==> src/rtl/vint_lr_pkg.sv <==
package vint_lr_pkg;
   typedef enum logic [1:0] {
      LR_IDLE = 2'b00,
      LR_PEND = 2'b01,
      LR_ACT  = 2'b10,
      LR_BOTH = 2'b11
   } lr_state_e;
endpackage

==> src/rtl/vint_lr_first.sv <==
// Lowest-index request finder, shared by the acknowledge and deactivate paths.
module vint_lr_first #(
   parameter int N = 4,
   localparam int IW = (N > 1) ? $clog2(N) : 1
) (
   input  logic [N-1:0]  req,
   output logic [N-1:0]  grant,
   output logic [IW-1:0] idx,
   output logic          any
);
   if (N < 1) begin : g_bad_n
      $error("vint_lr_first: N must be at least 1");
   end

   always_comb begin
      grant = '0;
      idx   = '0;
      any   = 1'b0;
      for (int i = N - 1; i >= 0; i--) begin
         if (req[i]) begin
            grant    = '0;
            grant[i] = 1'b1;
            idx      = IW'(i);
            any      = 1'b1;
         end
      end
   end

   // at most one entry is chosen
   always_comb begin
      a_r3_one_grant: assert ($onehot0(grant));
   end
endmodule

==> src/rtl/vint_lr_entry.sv <==
// One list entry: fields plus its state transitions.
module vint_lr_entry
   import vint_lr_pkg::*;
#(
   parameter int ID_W = 10
) (
   input  logic            clk,
   input  logic            rst_n,
   input  logic            wr_en,
   input  logic [ID_W-1:0] wr_vid,
   input  lr_state_e       wr_state,
   input  logic            wr_link,
   input  logic [ID_W-1:0] wr_pid,
   input  logic            ack_hit,
   input  logic            deact_hit,
   output logic [ID_W-1:0] vid,
   output lr_state_e       state,
   output logic            link,
   output logic [ID_W-1:0] pid
);
   always_ff @(posedge clk or negedge rst_n) begin
      if (!rst_n) begin
         vid   <= '0;
         state <= LR_IDLE;
         link  <= 1'b0;
         pid   <= '0;
      end else if (wr_en) begin
         vid   <= wr_vid;
         state <= wr_state;
         link  <= wr_link;
         pid   <= wr_pid;
      end else if (ack_hit) begin
         state <= LR_ACT;
      end else if (deact_hit) begin
         state <= (state == LR_BOTH) ? LR_PEND : LR_IDLE;
      end
   end

   a_r3_ack_to_active: assert property (@(posedge clk) disable iff (!rst_n)
      (ack_hit && !wr_en) |=> (state == LR_ACT));

   a_r6_deact_clears_active: assert property (@(posedge clk) disable iff (!rst_n)
      (deact_hit && !wr_en) |=> !state[1]);

   a_r5_linked_never_both: assert property (@(posedge clk) disable iff (!rst_n)
      link |-> (state != LR_BOTH));
endmodule

==> src/rtl/vint_lr_bank.sv <==
module vint_lr_bank
   import vint_lr_pkg::*;
#(
   parameter int NUM_LR = 4,
   parameter int ID_W   = 10,
   localparam int IDX_W = (NUM_LR > 1) ? $clog2(NUM_LR) : 1
) (
   input  logic             clk,
   input  logic             rst_n,
   input  logic             host_wr_en,
   input  logic [IDX_W-1:0] host_idx,
   input  logic [ID_W-1:0]  host_wr_vid,
   input  logic [1:0]       host_wr_state,
   input  logic             host_wr_link,
   input  logic [ID_W-1:0]  host_wr_pid,
   output logic             host_wr_err,
   input  logic [IDX_W-1:0] host_rd_idx,
   output logic [ID_W-1:0]  host_rd_vid,
   output logic [1:0]       host_rd_state,
   output logic             host_rd_link,
   output logic [ID_W-1:0]  host_rd_pid,
   input  logic             guest_ack,
   output logic [ID_W-1:0]  guest_ack_id,
   input  logic             guest_deact,
   input  logic [ID_W-1:0]  guest_deact_id,
   output logic             phys_deact_vld,
   output logic [ID_W-1:0]  phys_deact_id,
   output logic             deact_miss
);
   localparam logic [ID_W-1:0] SPURIOUS = {ID_W{1'b1}};

   if (NUM_LR < 1) begin : g_bad_depth
      $error("vint_lr_bank: NUM_LR must be at least 1");
   end
   if (ID_W < 2) begin : g_bad_width
      $error("vint_lr_bank: ID_W must be at least 2");
   end

   logic [ID_W-1:0] vid_q [NUM_LR];
   lr_state_e       st_q  [NUM_LR];
   logic            lnk_q [NUM_LR];
   logic [ID_W-1:0] pid_q [NUM_LR];

   logic [NUM_LR-1:0] pend_req, act_req, ack_grant, dea_grant;
   logic [IDX_W-1:0]  ack_idx, dea_idx;
   logic              ack_any, dea_any;
   logic              wr_bad;

   assign wr_bad = host_wr_en && host_wr_link && (lr_state_e'(host_wr_state) == LR_BOTH);

   for (genvar i = 0; i < NUM_LR; i++) begin : g_lr
      assign pend_req[i] = (st_q[i] == LR_PEND);
      assign act_req[i]  = st_q[i][1] && (vid_q[i] == guest_deact_id);

      vint_lr_entry #(.ID_W(ID_W)) u_entry (
         .clk       (clk),
         .rst_n     (rst_n),
         .wr_en     (host_wr_en && !wr_bad && (host_idx == IDX_W'(i))),
         .wr_vid    (host_wr_vid),
         .wr_state  (lr_state_e'(host_wr_state)),
         .wr_link   (host_wr_link),
         .wr_pid    (host_wr_pid),
         .ack_hit   (guest_ack && ack_grant[i]),
         .deact_hit (guest_deact && dea_grant[i]),
         .vid       (vid_q[i]),
         .state     (st_q[i]),
         .link      (lnk_q[i]),
         .pid       (pid_q[i])
      );
   end

   vint_lr_first #(.N(NUM_LR)) u_ack_pick (
      .req   (pend_req),
      .grant (ack_grant),
      .idx   (ack_idx),
      .any   (ack_any)
   );

   vint_lr_first #(.N(NUM_LR)) u_dea_pick (
      .req   (act_req),
      .grant (dea_grant),
      .idx   (dea_idx),
      .any   (dea_any)
   );

   assign guest_ack_id  = ack_any ? vid_q[ack_idx] : SPURIOUS;
   assign host_rd_vid   = vid_q[host_rd_idx];
   assign host_rd_state = st_q[host_rd_idx];
   assign host_rd_link  = lnk_q[host_rd_idx];
   assign host_rd_pid   = pid_q[host_rd_idx];

   always_ff @(posedge clk or negedge rst_n) begin
      if (!rst_n) begin
         host_wr_err    <= 1'b0;
         phys_deact_vld <= 1'b0;
         phys_deact_id  <= '0;
         deact_miss     <= 1'b0;
      end else begin
         host_wr_err    <= wr_bad;
         phys_deact_vld <= guest_deact && dea_any && lnk_q[dea_idx];
         phys_deact_id  <= pid_q[dea_idx];
         deact_miss     <= deact_miss || (guest_deact && !dea_any);
      end
   end

   a_r7_strobe_needs_deact: assert property (@(posedge clk) disable iff (!rst_n)
      phys_deact_vld |-> $past(guest_deact));

   a_r8_miss_sticky: assert property (@(posedge clk) disable iff (!rst_n)
      deact_miss |=> deact_miss);

   a_r5_err_from_linked_write: assert property (@(posedge clk) disable iff (!rst_n)
      host_wr_err |-> $past(host_wr_en && host_wr_link));
endmodule

==> config.mk <==
export PLATFORM = sky130hd
export DESIGN_NAME = vint_lr_bank
export DESIGN_NICKNAME = d
export VERILOG_FILES = /design/src/rtl/vint_lr_pkg.sv /design/src/rtl/vint_lr_first.sv /design/src/rtl/vint_lr_entry.sv /design/src/rtl/vint_lr_bank.sv
export SDC_FILE = /design/constraint.sdc
export NUM_CORES = 1
export LEC_CHECK = 0
export BUFFER_PORTS_ARGS = -buffer_cell sky130_fd_sc_hd__buf_2
export CAP_MARGIN = 10
export CORE_UTILIZATION = 40
export DETAILED_ROUTE_END_ITERATION = 12
export PLACE_DENSITY_LB_ADDON = 0.12
export SYNTH_ARGS = -nofsm -noshare
export SYNTH_HDL_FRONTEND = slang
export SYNTH_SLANG_ARGS = --single-unit
==> constraint.sdc <==
create_clock -name clk -period 3.5 [get_ports clk]
set_input_delay 0.525 -clock clk [delete_from_list [all_inputs] [get_ports clk]]
set_output_delay 0.525 -clock clk [all_outputs]
set_load 0.01 [all_outputs]
==> impl_metrics.toml <==
[synthesis]
synth_edf_count = 0
synthCells = 520
synth_top_flop_cell = "dfrtp_1"
yosys.area.top_type = "dfrtp_1"
syn_area_per_cell_um2 = 11.3
postSynth.asyncResetShare = 1.00
netlist_area_um2 = 5870
yosysUniqueCellTypes = 35
synth_area_leaders = "dfrtp_1 (45%), mux4_2 (13%), nand2_1 (8.6%), mux2_2 (8.2%), mux2i_1 (5.3%)"
ys_seq_area_frac = 0.447
synth_seq_cells = 105
syn_nets = 562
synth.top_cell.area_share = 0.447
synth_warnings = 0

[detailed_routing]
wl_met2_um = 7240
via_per_inst = 5.40
final_antenna_net_count = 0
wirelength_um = 15700
drt_iter0_markers = 241
vias = 4253
wl_met3_um = 717
wl_met1_um = 7570
top_layer = "met4"
drt_drc_violations_left = 0
detail_route.wl_per_cell_um = 20.0
dr.pass1.iters = 5

[grt]
antenna_found_initial = 0
grt_overflow = 0
grt_usage = 0.224
grt_pass1_vias = 4280
grt_pass1_wl_um = 24700
grt_max_degree = 52

[floorplan]
coreArea_um2 = 14100
rows = 43
pin_count = 88
die_h_um = 123
die_w_um = 123
start_util = 0.417
die-area_um2 = 15200

[clock_network]
ctsResizeCount = 0
clk_pin_slew_worst_paths_ns = 0.07
post-cts-setup-buffers = 0
insertion_delay_ns = 0.35
cts_tree = "built"
clockBufferDepth = 2
cts_buffers = 9
numClockSinks = 105
cts-htree-levels = 3
cts-root-buf = "clkbuf_16"
hold_buffers = 0

[pwr]
p_leak_nw = 2.96
finalPower_mw = 3.87
power_density_nw_per_um2 = 576
max-vdd-ir-drop_mv = 0.288

[critical_path]
cp_cell_sequence = "nor2b_1 -> a21oi_1 -> nand2_1 -> mux4_2 -> or2_2 -> buf_2"
path_class = "flip-flop to primary output"
path_buf_inv = 1
path_max_fanout = 10
cp-end-kind = "primary output"
crit_family = "simple AND/OR/NAND/NOR gates"
slowest_stage = "nand2_1"
worstPathRequired_ns = 2.97
start_kind = "flip-flop"
max_stage_delay_ns = 0.47
critPathArrivalTime_ns = 2.53

[timing]
hold_violations = 0
hold_slack_ns = 0.205
finClkSkew_ns = 0.00497
rsz0062_at_grt = "no"
slew_viol_final = 0
fmax_mhz = 327
setup_viol = 0
period_share = 0.874
period_needed_ns = 3.06
timing.slew.headroom = 0.441
tightest_slew_ns = 0.836
finalSetupTns_ns = 0

[placed_design]
portBuffers = 87
gp_congestion = 0.899
dpl_cell_area_um2 = 6450
hpwl_um = 10900

[cells_and_area]
drive_above_1_share = 0.353
nNetsFinal = 644
fin_area_um2 = 6720
antenna_cells = 0
area_growth_syn_to_layout_pct = 14.4

[job]
drv_cap = 0

[hold_path]
hold_path.class = "primary input to asynchronous set/reset pin"

[run_status]
outcome = "finished, final reports clean"
## state kept, by name (all words and copies together), names as in the netlist
name	flops
g_lr.u_entry.pid	40
g_lr.u_entry.vid	40
phys_deact_id	10
g_lr.u_entry.state	8
g_lr.u_entry.link	4
deact_miss	1
host_wr_err	1
phys_deact_vld	1
## cells in the mapped netlist, types with 2 or more instances
cell      instances
mux2_2           43
or2_2            11
or3_1             4
a21oi_1           6
buf_2             3
nor3_1            6
xnor2_1          33
mux4_2           33
o211ai_1          3
dfrtp_1         105
buf_6            12
nand4_1          17
inv_1             8
mux2i_1          31
a31oi_1           3
o21ai_0           7
or3_4             2
nand3_1          12
xnor2_2           7
nor2_1           10
nand2_1         135
clkbuf_1         15
a21boi_0          2
## per-layer routing
metal / vias to the layer above / GRT usage
li1: 1983 / -
met4: 0 / 0.0708
met2: 111 / 0.345
met5: - / 0
met3: 14 / 0.0281
met1: 2145 / 0.330
## worst register-to-register path: stages (launching register included)
cell and delay (ns):
dfrtp_1 0.42, xnor2_1 0.33, nand4_1 0.14, or3_4 0.42
a211oi_4 0.20, buf_4 0.39, mux2i_1 0.26, mux2i_1 0.10
## report_power, final
part	internal, mW	switching (mW)
Combinational	0.648	0.607
Sequential	1.45	0.225
Clock	0.504	0.438
Total	2.60	1.27
## cells by family (layout without fill, tap and decap cells)
kind of cell	after synthesis	count (layout)	share of synthesized area
AOI/OAI and AO/OA	28	28	0.0309
xor gates and xnor gates	40	40	0.0686
buffers and inverters	39	126	0.0409
DFF	105	105	0.447
muxes	107	107	0.262
and+or+nand+nor	201	201	0.150
## cells in the final DEF, fill, tap and decap left out, types with 2 or more instances in the layout
master and instances:
nand3_1 12, clkbuf_16 9, buf_2 86, xnor2_1 33, buf_4 16, dfrtp_1 105
a21boi_0 2, mux2_2 43, a21oi_1 6, nor3_1 5, xnor2_2 7, or3_1 4
nand2_1 135, or2_2 11, mux2i_1 31, clkbuf_1 4, a31oi_1 3, mux4_2 33
o211ai_1 3, inv_1 8, nor2_1 10, or3_4 2, o21ai_0 7, nand4_1 17
## through the flow
step / utilization / std cells / worst slack (ns)
detailed placement: 0.458 / 771 / 0.821
global route: 0.477 / 787 / 0.302
floorplan: - / 520 / 1.00
global placement: 0.458 / 771 / 0.889
CTS: 0.477 / 787 / 0.420
finish: 0.477 / 787 / 0.442
## path summary, 6_finish.rpt
check | from | endpoint | slack, ns | cells past startpoint
worst max-delay path | g_lr[1].u_entry.state[0] | guest_ack_id[9] | 0.44 | 6
worst min-delay path | rst_n | g_lr[3].u_entry.vid[8] | 0.21 | 1
worst max register to register | g_lr[2].u_entry.vid[8] | phys_deact_id[1] | 1.12 | 7
worst min register to register | g_lr[3].u_entry.pid[6] | g_lr[3].u_entry.pid[6] | 0.50 | 2
max in group asynchronous | rst_n | g_lr[2].u_entry.vid[3] | 2.45 | 2
min in group clk | host_wr_vid[6] | g_lr[3].u_entry.vid[6] | 0.41 | 3
## final cells by class
class / instances / area (um2)
fill: 1328 / 7380
clock inverter: 2 / 13.8
tap: 180 / 225
sequential: 105 / 2630
clock buffer: 14 / 254
multi-input combinational: 376 / 3020
timing repair buffer: 102 / 551
inverter: 8 / 30.0
(Power assumes the default switching activity.)
